===== src/rtl/txmb_pkg.sv =====
`timescale 1ns/1ps
package txmb_pkg;
  localparam int NUM_MB     = 3;
  localparam int IDX_W      = 2;
  localparam int FIELD_W    = 8;
  localparam int FLAG_W     = 4;
  localparam int ABORT_OFS  = 7;
  localparam int CODE_LSB   = 24;
  localparam int EMPTY_BASE = 26;
  localparam int LOW_BASE   = 29;
  localparam int STATUS_W   = 32;

  typedef struct packed {
    logic terr;
    logic alst;
    logic txok;
    logic rqcp;
  } mb_flags_t;
endpackage


===== src/rtl/txmb_slot.sv =====
`timescale 1ns/1ps
module txmb_slot
  import txmb_pkg::*;
(
  input  logic                clk_i,
  input  logic                rst_ni,
  input  logic                req_set_i,
  input  logic                busy_i,
  input  logic                abort_wr_i,
  input  logic [FLAG_W-1:0]   clr_i,
  input  logic                res_hit_i,
  input  logic                res_ok_i,
  input  logic                res_alst_i,
  input  logic                res_terr_i,
  output logic                pend_o,
  output logic                abrq_o,
  output mb_flags_t           flags_o
);
  logic      pend_q, pend_d;
  logic      abrq_q, abrq_d;
  mb_flags_t flags_q, flags_d;
  logic      abort_fire;
  logic      ce;

  always_comb begin
    abort_fire = abrq_q & ~busy_i;
    ce = req_set_i | abort_wr_i | abrq_q | res_hit_i | (|clr_i);
    pend_d  = pend_q;
    abrq_d  = abrq_q;
    flags_d = mb_flags_t'(flags_q & ~clr_i);
    if (abort_fire) begin
      abrq_d = 1'b0;
      if (pend_q) begin
        pend_d       = 1'b0;
        flags_d.rqcp = 1'b1;
        flags_d.txok = 1'b0;
      end
    end
    if (res_hit_i) begin
      pend_d       = 1'b0;
      abrq_d       = 1'b0;
      flags_d.rqcp = 1'b1;
      flags_d.txok = res_ok_i;
      if (res_alst_i) flags_d.alst = 1'b1;
      if (res_terr_i) flags_d.terr = 1'b1;
    end
    if (abort_wr_i) abrq_d = 1'b1;
    if (req_set_i)  pend_d = 1'b1;
  end

  always_ff @(posedge clk_i or negedge rst_ni) begin
    if (!rst_ni) begin
      pend_q  <= 1'b0;
      abrq_q  <= 1'b0;
      flags_q <= '0;
    end else if (ce) begin
      pend_q  <= pend_d;
      abrq_q  <= abrq_d;
      flags_q <= flags_d;
    end
  end

  assign pend_o  = pend_q;
  assign abrq_o  = abrq_q;
  assign flags_o = flags_q;
endmodule


===== src/rtl/txmb_rank.sv =====
`timescale 1ns/1ps
module txmb_rank #(
  parameter int NUM_MB = 3,
  parameter int KEY_W  = 11,
  parameter int IDX_W  = 2
) (
  input  logic [NUM_MB-1:0]       pend_i,
  input  logic [NUM_MB*KEY_W-1:0] keys_i,
  output logic [NUM_MB-1:0]       low_o,
  output logic [IDX_W-1:0]        code_o
);
  localparam int CMP_W = KEY_W + IDX_W;

  logic [CMP_W-1:0] loser_val;
  logic [CMP_W-1:0] cand;
  logic [IDX_W-1:0] loser_idx;
  logic             found;
  int               cnt;

  always_comb begin
    cnt       = 0;
    found     = 1'b0;
    loser_val = '0;
    loser_idx = '0;
    cand      = '0;
    for (int i = 0; i < NUM_MB; i++) begin
      cand = {keys_i[i*KEY_W +: KEY_W], IDX_W'(i)};
      if (pend_i[i]) begin
        cnt = cnt + 1;
        if (!found || cand > loser_val) begin
          loser_val = cand;
          loser_idx = IDX_W'(i);
          found     = 1'b1;
        end
      end
    end
  end

  always_comb begin
    for (int i = 0; i < NUM_MB; i++)
      low_o[i] = (cnt >= 2) && (loser_idx == IDX_W'(i));
  end

  always_comb begin
    code_o = loser_idx;
    for (int i = NUM_MB - 1; i >= 0; i--)
      if (!pend_i[i]) code_o = IDX_W'(i);
  end
endmodule


===== src/rtl/txmb_status_tracker.sv =====
`timescale 1ns/1ps
module txmb_status_tracker
  import txmb_pkg::*;
#(
  parameter int KEY_W = 11
) (
  input  logic                    clk_i,
  input  logic                    rst_ni,
  input  logic [2:0]              req_set_i,
  input  logic [3*KEY_W-1:0]      key_i,
  input  logic [2:0]              busy_i,
  input  logic                    wr_en_i,
  input  logic [31:0]             wr_data_i,
  input  logic                    res_valid_i,
  input  logic [1:0]              res_mb_i,
  input  logic                    res_ok_i,
  input  logic                    res_alst_i,
  input  logic                    res_terr_i,
  output logic [31:0]             status_o
);
  logic [NUM_MB-1:0] pend;
  logic [NUM_MB-1:0] abrq;
  logic [NUM_MB-1:0] low;
  logic [IDX_W-1:0]  code;
  mb_flags_t         flags [NUM_MB];

  for (genvar i = 0; i < NUM_MB; i++) begin : g_slot
    logic             res_hit;
    logic             abort_wr;
    logic [FLAG_W-1:0] clr;

    assign res_hit  = res_valid_i && (res_mb_i == IDX_W'(i));
    assign abort_wr = wr_en_i && wr_data_i[i*FIELD_W + ABORT_OFS];
    assign clr      = wr_en_i ? wr_data_i[i*FIELD_W +: FLAG_W] : '0;

    txmb_slot u_slot (
      .clk_i      (clk_i),
      .rst_ni     (rst_ni),
      .req_set_i  (req_set_i[i]),
      .busy_i     (busy_i[i]),
      .abort_wr_i (abort_wr),
      .clr_i      (clr),
      .res_hit_i  (res_hit),
      .res_ok_i   (res_ok_i),
      .res_alst_i (res_alst_i),
      .res_terr_i (res_terr_i),
      .pend_o     (pend[i]),
      .abrq_o     (abrq[i]),
      .flags_o    (flags[i])
    );
  end

  txmb_rank #(
    .NUM_MB (NUM_MB),
    .KEY_W  (KEY_W),
    .IDX_W  (IDX_W)
  ) u_rank (
    .pend_i (pend),
    .keys_i (key_i),
    .low_o  (low),
    .code_o (code)
  );

  always_comb begin
    status_o = '0;
    for (int i = 0; i < NUM_MB; i++) begin
      status_o[i*FIELD_W +: FLAG_W]       = flags[i];
      status_o[i*FIELD_W + ABORT_OFS]     = abrq[i];
      status_o[EMPTY_BASE + i]            = ~pend[i];
      status_o[LOW_BASE + i]              = low[i];
    end
    status_o[CODE_LSB +: IDX_W] = code;
  end
endmodule


===== config.mk =====
export PLATFORM = sky130hd
export DESIGN_NAME = txmb_status_tracker
export DESIGN_NICKNAME = d
export VERILOG_FILES = /design/src/rtl/txmb_pkg.sv /design/src/rtl/txmb_slot.sv /design/src/rtl/txmb_rank.sv /design/src/rtl/txmb_status_tracker.sv
export SDC_FILE = /design/constraint.sdc
export NUM_CORES = 1
export LEC_CHECK = 0
export ABC_AREA = 1
export ABC_CLOCK_PERIOD_IN_PS = 3800
export BUFFER_PORTS_ARGS = -buffer_cell sky130_fd_sc_hd__buf_2
export CAP_MARGIN = 20
export CORE_MARGIN = 2
export CORE_UTILIZATION = 42
export DETAILED_ROUTE_END_ITERATION = 7
export PLACE_DENSITY_LB_ADDON = 0.05
export SETUP_SLACK_MARGIN = 0.15
export SLEW_MARGIN = 20
export SYNTH_ARGS = -nofsm -noshare
export SYNTH_HDL_FRONTEND = slang
export SYNTH_SLANG_ARGS = --single-unit

===== constraint.sdc =====
create_clock -name clk_i -period 3.8 [get_ports clk_i]
set_input_delay 0.19 -clock clk_i [delete_from_list [all_inputs] [get_ports clk_i]]
set_output_delay 0.19 -clock clk_i [all_outputs]
set_load 0.05 [all_outputs]

# == Word level (Yosys, flattened, before mapping) ==
# Cells that the tools add are included.
# word_totals
reg_bits,18
in_bits,80
out_inout_bits,32
elab_cells,130
# op_classes
addsub,2
order_cmp,3
eq_ne,4
n_mux,46
bitwise,27
n_reduce_logical,30
# ops
operator,n
$mux W32,2
$mux W13,3
$add A32 B2 Y32 const B,1
$ge A32 B3 Y1 const B,1
$gt A13 B13 Y1,2
$mux W2,12
$mux W4,6
$mux W1,23
$reduce_bool A3 Y1,6
$and A4 B4 Y4,3
$not A4 Y4,3
$or A1 B1 Y1,12
$reduce_and A2 Y1,6
$reduce_or A4 Y1,3
$logic_and A1 B1 Y1,9
$not A1 Y1,6
$eq A2 B1 Y1 const B,2
$eq A2 B2 Y1 const B,2
$logic_not A2 Y1,2
$and A1 B1 Y1,3
$add A1 B1 Y2 const B,1
$logic_not A1 Y1,2
$logic_or A1 B1 Y1,2

# == Depth between registers and ports, before layout ==
# Gate-level depths: netlist of the first run.
# logic_depth
word_depth,12
ltp_mapped,22
depth_no_buf,20

# == By module ==
# A second synthesis of the first run with hierarchy kept.
# hier_totals
cells_unflattened,262
hier_area_um2,1715.4
# by_module_without_submodules
module,instances,cells_each,area_each_um2,seq_area_each_um2
txmb_rank,1,133,762.0,0.0
txmb_slot,3,26,240.2,150.1
txmb_status_tracker,1,51,232.7,0.0

# == Worst setup path before layout of the first run ==
# OpenSTA, ideal clock, no wires.
# synth_path
path_type,reg2out
startpoint,reg g_slot[0].u_slot.pend_q
endpoint,out status_o[29]
arrival_ns,3.920
required_time_ns,3.610
slack_ns,-0.310
path_stages_with_launch,18
path_buffers,2
cell_sequence,dfrtp_1 -> clkbuf_1 -> nand2_1 -> ha_1 -> nand2_1 -> inv_2 -> nand2_1 -> inv_1 -> nand2_1 -> nand3_1 -> nand2_2 -> clkbuf_1 -> o21ai_0 -> ha_1 -> a211o_1 -> a31oi_1 -> a21oi_2 -> nor3_1
# synth_between
elab_chain_cells,11
word_cells_on_any_way,24
cone_classes,add/sub: 2; order compare: 3; mux: 13; reduce/logical: 6
# synth_rtl
element,line_no,text
"start, declared",txmb_slot.sv:19,"logic pend_q, pend_d;"
"start signal, assigned",txmb_slot.sv:57,pend_q <= pend_d;
"parallel branches: the longest is 10 deep, another holds $add A32 B2 Y32",n/a,
$logic_and A1 B1 Y1 *,txmb_rank.sv:41,low_o[i] = (cnt >= 2) && (loser_idx == IDX_W'(i));
"end, declared",txmb_status_tracker.sv:19,output logic [31:0] status_o
# Mark *: on every way between the ends.

# == Final worst setup path of the first run ==
# layout_path
startpoint,reg g_slot[0].u_slot.pend_q
endpoint,out status_o[24]
# layout_between
elab_chain_cells,12
word_cells_on_any_way,19
cone_classes,order compare: 2; mux: 13; reduce/logical: 4
# layout_rtl
element,line_no,text
$mux W13 / $mux W1 (equally long branches),txmb_rank.sv:28,if (pend_i[i]) begin
$gt A13 B13 Y1 / $logic_not A1 Y1 (equally long branches),txmb_rank.sv:30,if (!found || cand > loser_val) begin
$logic_or A1 B1 Y1,txmb_rank.sv:30,
$mux W13 / $mux W1 (equally long branches),txmb_rank.sv:30,
$mux W13 / $mux W1 (equally long branches),txmb_rank.sv:28,
$gt A13 B13 Y1 / $logic_not A1 Y1 (equally long branches),txmb_rank.sv:30,
$logic_or A1 B1 Y1,txmb_rank.sv:30,
$mux W2,txmb_rank.sv:30,
$mux W2,txmb_rank.sv:28,
$mux W2 (2 in a row),txmb_rank.sv:47,if (!pend_i[i]) code_o = IDX_W'(i);
$mux W2 *,txmb_rank.sv:47,
# Mark *: on every way between the ends. The rest lies on a longest branch, timed or not.

==> results of run 1 <==
==> layer usage <==
metal | global-route usage | share of wire | up-vias
met5 | 0 | 0 | -
met4 | 0.02296 | 0.0082 | 0
met3 | 0.03918 | 0.071 | 4
met2 | 0.2967 | 0.46 | 58
met1 | 0.2524 | 0.46 | 767
li1 | - | - | 910
==> registers in the layout, summed over array words and instances, names as in the netlist <==
name and cells:
g_slot.u_slot.pend_o 3, g_slot.u_slot.flags_o 12, g_slot.u_slot.abrq_o 3
==> layout make-up <==
| type | count | area [sq um] |
|---|---|---|
| clock buffer | 4 | 55.05 |
| fill | 384 | 1368 |
| inverter | 30 | 112.6 |
| multi-input combinational | 173 | 1151 |
| sequential | 18 | 450.4 |
| tap | 48 | 60.06 |
| timing repair buffer | 91 | 491.7 |
==> power breakdown <==
part | total, mW | leakage, nW | switching [mW] | internal [mW]
sequential | 0.226 | 0.219 | 0.0137 | 0.212
combinational | 0.498 | 1.06 | 0.331 | 0.167
clock | 0.153 | 0.0288 | 0.0608 | 0.0919
total | 0.877 | 1.31 | 0.405 | 0.472
==> critical path: cells and delay by family, from the launching register on <==
family                   cells  cell delay, ns
AND/OR/NAND/NOR              8            0.87
adder cells (fa/ha/maj)      2            0.63
flip-flops                   1            0.38
buffers and inverters        2            0.33
AO/OA/AOI/OAI                4            0.84
==> per-stage QoR <==
step | std cells | util | total power [mW] | setup WS (ns)
detailed placement | 354 | 0.5556 | 0.6640 | 0.09778
global route | 364 | 0.6292 | 0.9378 | 0.07574
CTS | 360 | 0.5811 | 0.8395 | 0.1898
floorplan | 235 | - | 0.5608 | 0.1038
global placement | 354 | 0.5556 | 0.6577 | 0.1659
finish | 364 | 0.6292 | 0.8770 | 0.3132
==> what timing repair did <==
action | CTS | global route
pin swaps | 1 | 13
gates cloned | 1 | 1
buffers inserted | 0 | 3
hold buffers | 1 | 0
endpoints found under the hold margin | 18 | 0
setup endpoints to repair | 5 | 5
gates resized for setup | 5 | 31
==> worst max path at each step <==
stage                       startpoint      endpoint  slack [ns]  depth (start not counted)
5_1_grt        g_slot[0].u_slot.pend_o  status_o[24]        0.08                         21
4_1_cts        g_slot[0].u_slot.pend_o  status_o[24]        0.19                         21
3_3_place_gp   g_slot[0].u_slot.pend_o  status_o[24]        0.17                         20
3_5_place_dp   g_slot[0].u_slot.pend_o  status_o[24]         0.1                         20
2_1_floorplan  g_slot[0].u_slot.pend_o  status_o[29]        0.10                         17
6_report       g_slot[0].u_slot.pend_o  status_o[24]        0.31                         16
==> cells by family (layout without fill, tap and decap cells) <==
group                    Yosys count  count (layout)  share of synthesized area
AO/OA/AOI/OAI                     44              44                     0.1631
adder cells (fa/ha/maj)           23              23                     0.1786
other                              1               9                   0.002327
flip-flops                        18              18                     0.2795
AND/OR/NAND/NOR                   95              97                     0.2407
buffers and inverters             46             125                     0.1359
==> placed cells by master, fill, tap and decap left out <==
| cell | count |
|---|---|
| sky130_fd_sc_hd__a21o_1 | 1 |
| sky130_fd_sc_hd__nand3_4 | 1 |
| sky130_fd_sc_hd__clkbuf_8 | 4 |
| sky130_fd_sc_hd__a31o_2 | 2 |
| sky130_fd_sc_hd__dfrtp_1 | 18 |
| sky130_fd_sc_hd__a211o_1 | 1 |
| sky130_fd_sc_hd__nand2_4 | 3 |
| sky130_fd_sc_hd__nand2_2 | 11 |
| sky130_fd_sc_hd__o21ai_0 | 21 |
| sky130_fd_sc_hd__nor2_1 | 5 |
| sky130_fd_sc_hd__dlygate4sd3_1 | 1 |
| sky130_fd_sc_hd__a31oi_4 | 1 |
| sky130_fd_sc_hd__o22ai_1 | 1 |
| sky130_fd_sc_hd__o21ai_2 | 1 |
| sky130_fd_sc_hd__nand3_1 | 9 |
| sky130_fd_sc_hd__a21oi_1 | 6 |
| sky130_fd_sc_hd__inv_1 | 26 |
| sky130_fd_sc_hd__nor3_2 | 2 |
| sky130_fd_sc_hd__o21bai_1 | 1 |
| sky130_fd_sc_hd__buf_2 | 82 |
| sky130_fd_sc_hd__nand2_1 | 59 |
| sky130_fd_sc_hd__ha_4 | 6 |
| sky130_fd_sc_hd__buf_4 | 4 |
| sky130_fd_sc_hd__o21ai_1 | 2 |
| sky130_fd_sc_hd__a32o_1 | 2 |
| sky130_fd_sc_hd__conb_1 | 9 |
| sky130_fd_sc_hd__nand4_1 | 3 |
| sky130_fd_sc_hd__nor2_2 | 1 |
| sky130_fd_sc_hd__ha_1 | 17 |
| sky130_fd_sc_hd__inv_2 | 4 |
| sky130_fd_sc_hd__a211oi_2 | 1 |
| sky130_fd_sc_hd__nor3_1 | 3 |
| sky130_fd_sc_hd__clkbuf_4 | 1 |
| sky130_fd_sc_hd__buf_6 | 3 |
| sky130_fd_sc_hd__o21a_1 | 1 |
| sky130_fd_sc_hd__a21oi_2 | 3 |
==> impl_metrics.toml, run 1 <==
[worst_setup_path]
cp.arrival_ns = 3.30
slowest_stage = "sky130_fd_sc_hd__dfrtp_1"
worst_path_most_repeated_cell = "sky130_fd_sc_hd__nand2_1"
worst_r2r_path_depth = 5
cp.required_ns = 3.61
timing.reg2reg.setup_slack_ns = 2.51
cp_cell_sequence = "buf_6 > nand2_1 > ha_4 > nand4_1 > nor2_1 > nand2_1 > nand3_4 > nand2_2 > nand2_1 > o21ai_0 > ha_1 > a211o_1 > a31oi_4 > nand4_1 > a21oi_2 > buf_6"
r2r_end = "g_slot[1].u_slot.flags_o[1]"
timing.critical_path.slowest_cell_delay_ns = 0.38
startpoint_of_the_worst_slack_reg_to_reg_timing_path = "g_slot[1].u_slot.pend_o"
crit_fanout = 6
critPathCaptureType = "primary output"
startpoint_type = "register"
setup.worst_path.class = "reg -> out"

[detailed_routing]
routed_via_density = 4.777
drc_errors = 0
antenna_violating_nets_post_route = 0
via_count = 1739
initialDrtViolationCount = 30
finalWirelength_mm = 4.154
wl_per_cell_um = 11.41
drtPass1Iterations = 4

[cells_and_area]
final_net_count = 420
areaGrowthSynthToFinish_pct = 44.02
post_route_cells_drive_above_1_share = 0.4114
final_design_area_no_fill_sq_um = 2321
antennaDiodeCount = 0

[status]
result_of_the_run = "finished, final reports clean"

[worst_hold_path]
hold-path-cell-count = 2
hold_path_end = "g_slot[2].u_slot.pend_o"
hold_class = "in -> reg"
worstHoldStart = "req_set_i[2]"

[synth]
synth_most_common_cell = "sky130_fd_sc_hd__nand2_1"
ys_warn_count = 0
synth.cell_area_sq_um = 1612
synth_enable_flop_cells = 0
post-synth-top-area-fraction = 0.2795
synth_area_leader_cell = "sky130_fd_sc_hd__dfrtp_1"
synth.distinct_cells = 26
synth_commonest_cells = "sky130_fd_sc_hd__nand2_1, sky130_fd_sc_hd__inv_1, sky130_fd_sc_hd__o21ai_0, sky130_fd_sc_hd__ha_1, sky130_fd_sc_hd__dfrtp_1"
postSynth.topFlopCell = "sky130_fd_sc_hd__dfrtp_1"
seq_area_frac_synth = 0.2795
post_synth_main_area_contributors = "sky130_fd_sc_hd__dfrtp_1, sky130_fd_sc_hd__ha_1, sky130_fd_sc_hd__nand2_1"
synthesis.area_per_instance_sq_um = 7.099
syn_inst = 227
postSynthRegisterBits = 18
postSynth.asyncResetShare = 1.000

[place]
global_placement_routability_congestion = 0.7975
dp_hpwl_mm = 3.254
postPlaceCellArea_sq_um = 2049
portBuffers = 85

[floorplan]
num_io_pins = 112
dieWidth_um = 65.95
die_h_um = 65.95
floorplan.die_area_sq_um = 4349
num_rows = 22
start_util = 0.4369
floorplan.core_area_sq_um = 3689

[clock_network]
clock_tree.htree_level_count = 1
ctsRootBufferMaster = "sky130_fd_sc_hd__clkbuf_8"
clock_tree_from_tritoncts = "built"
cts.sinks = 18
clk_pin_slew_ns = 0.07
numCtsBuffers = 3
cts_buffer_depth = 2
clock_latency_ns = 0.25

[timing]
post-route-min-period_ns = 3.487
clock_skew_ns = 0.003219
drv_slew = 0
max_freq_mhz = 286.8
final_hold_viol_count = 0
tns_ns = 0
report.final.setup_viol = 0
whs_ns = 0.1287
setup_repair_after_global_routing_missed_its_margin = "true"
min_period_over_period = 0.9176

[global_route]
global_route_wire_length_before_repair_mm = 6.147
via_count_of_the_first_global_routing_pass = 1415
grt_antenna_before_repair = 0
grt_max_degree = 19
grt-ovfl-total = 0
grt_usage = 0.1813

[power]
power_density_nw_per_um2 = 377.9
irDropWorstVdd_v = 0.0002562
leakage_power_nw = 1.312

[flow_run]
cap_viol_max_count = 0
No activity file was read; power rests on OpenSTA's default activity.
==> run 2: changes to the inputs <==
Settings changed: CTS_BUF_LIST set to sky130_fd_sc_hd__clkbuf_16.
==> run 2 against run 1 <==
Net effect: sequential cell count unchanged; clock-buffer cell count decreased by 1; global-route usage hardly changed; die area stayed put; non-clock buffer count fell by 1; register-to-register slack about the same; cell count decreased by 0.27%; via count fell by 0.46%; sequential power hardly changed; power grew 5.9%; setup slack worse by 0.011 ns; clock power up 37%.
==> impl_metrics.toml, run 2 (synthesis results as in run 1) <==
[power]
power_density_nw_per_um2 = 398.1
irDropWorstVdd_v = 0.0003199
report.power.total_mw = 0.9284
leakage_power_nw = 1.317

[global_route]
grt-ovfl-total = 0
via_count_of_the_first_global_routing_pass = 1431
grt_usage = 0.1816
grt_max_degree = 24
grt_antenna_before_repair = 0
gr-usage-met1 = 0.2468
gr-usage-met3 = 0.03918
grtUsageMet2 = 0.3043
most_crowded_layer_after_global_routing = "met2"
global_route_wire_length_before_repair_mm = 6.182

[clock_network]
clk_pin_slew_ns = 0.05
cts.sinks = 18
cts_buffer_depth = 2
numCtsBuffers = 3
clock_latency_ns = 0.25
clock_tree.htree_level_count = 1
ctsRootBufferMaster = "sky130_fd_sc_hd__clkbuf_16"
clock_tree_from_tritoncts = "built"

[cells_and_area]
final_cell_mix = "sky130_fd_sc_hd__buf_2, sky130_fd_sc_hd__nand2_1, sky130_fd_sc_hd__inv_1"
post_route_cells_drive_above_1_share = 0.4032
areaGrowthSynthToFinish_pct = 44.72
final_net_count = 419
final-seq-area_sq_um = 450.4
largest_register_ff_count = 12
area_of_combinational_cells_with_multiple_inputs_sq_um = 1149
fill_cells = 387
layout_commonest_cell = "sky130_fd_sc_hd__buf_2"
antennaDiodeCount = 0

[detailed_routing]
drc_errors = 0
drtPass1Iterations = 4
initialDrtViolationCount = 46
routed_via_density = 4.769
antenna_violating_nets_post_route = 0
wl_per_cell_um = 11.44
via_count = 1731
finalWirelength_mm = 4.153

[floorplan]
die_h_um = 65.95
num_io_pins = 112
start_util = 0.4369
num_rows = 22
floorplan.core_area_sq_um = 3689
dieWidth_um = 65.95
floorplan.die_area_sq_um = 4349

[worst_setup_path]
slowest_stage = "sky130_fd_sc_hd__dfrtp_1"
crit_family = "simple AND/OR/NAND/NOR gates"
cp_cell_sequence = "buf_6 > nand2_2 > ha_4 > nand2_2 > inv_2 > nand2_1 > nor2_1 > nand2_1 > nand3_4 > nand2_2 > nand2_1 > o21ai_0 > ha_1 > a211o_1 > a31oi_4 > nand4_1 > a21oi_2 > buf_6"
cp.arrival_ns = 3.31
crit_fanout = 6
number_of_buffer_and_inverter_stages_on_the_critical_path = 3
startpoint_type = "register"
setup.worst_path.class = "reg -> out"
cp.required_ns = 3.61
timing.critical_path.slowest_cell_delay_ns = 0.37
critPathCaptureType = "primary output"

[timing]
clock_skew_ns = 0.002706
drv_slew = 0
post-route-min-period_ns = 3.498
setup_repair_after_global_routing_missed_its_margin = "true"
final_hold_viol_count = 0
min_period_over_period = 0.9205
tns_ns = 0
report.final.setup_viol = 0
max_freq_mhz = 285.9

[place]
portBuffers = 85
dp_hpwl_mm = 3.254
global_placement_routability_congestion = 0.7975

[status]
result_of_the_run = "finished, final reports clean"

[worst_hold_path]
hold_class = "in -> reg"

[flow_run]
cap_viol_max_count = 0
==> run 2: per-stage QoR <==
step,cell area [sq um],std cells,hold slack [ns],setup slack (ns),util
2_1_floorplan,1655,235,-0.1056,0.1038,-
3_3_place_gp,2049,354,0.1439,0.1659,0.5556
3_5_place_dp,2049,354,0.1420,0.09778,0.5556
4_1_cts,2152,359,0.1290,0.1603,0.5834
5_1_grt,2332,363,0.1312,0.1062,0.6323
6_report,2332,363,0.1333,0.3021,0.6323
==> run 2: layer usage <==
metal | part of all wire | up-vias
met2 | 0.45 | 57
met1 | 0.47 | 764
met4 | 0.0043 | 0
met3 | 0.070 | 2
met5 | 0 | -
li1 | - | 908
==> run 2: layout make-up <==
cell class	count	share of cell area
multi-input combinational	173	0.4925
timing repair buffer	90	0.2065
sequential	18	0.1931
inverter	30	0.04828
clock buffer	3	0.03219
tap	48	0.02575
clock inverter	1	0.001609
==> run 2: final timing paths <==
| path | startpoint | slack (ns) | depth (start not counted) | to |
|---|---|---|---|---|
| worst min register to register | g_slot[0].u_slot.flags_o[0] | 0.47 | 2 | g_slot[0].u_slot.flags_o[0] |
| max in group asynchronous | rst_ni | 3.09 | 2 | g_slot[0].u_slot.flags_o[2] |
| worst min-delay path | req_set_i[2] | 0.13 | 2 | g_slot[2].u_slot.pend_o |
| worst max register to register | g_slot[1].u_slot.pend_o | 2.50 | 5 | g_slot[1].u_slot.flags_o[1] |
| worst max-delay path | g_slot[0].u_slot.pend_o | 0.30 | 18 | status_o[24] |
| min in group asynchronous | rst_ni | 0.41 | 2 | g_slot[0].u_slot.flags_o[0] |
==> run 2: power by group <==
group | switching, mW | total, mW | internal [mW] | leakage, nW
Sequential | 0.0139 | 0.227 | 0.213 | 0.219
Clock | 0.0699 | 0.210 | 0.140 | 0.0385
Combinational | 0.330 | 0.492 | 0.162 | 1.06
==> run 2: timing repair <==
action / in CTS / in global routing
cloned: 0 / 2
setup buffers: 0 / 2
resized for setup: 4 / 28
setup endpoints to repair: 5 / 5
hold buffers: 1 / 0
pin swaps: 0 / 11
hold endpoints to repair: 18 / 0
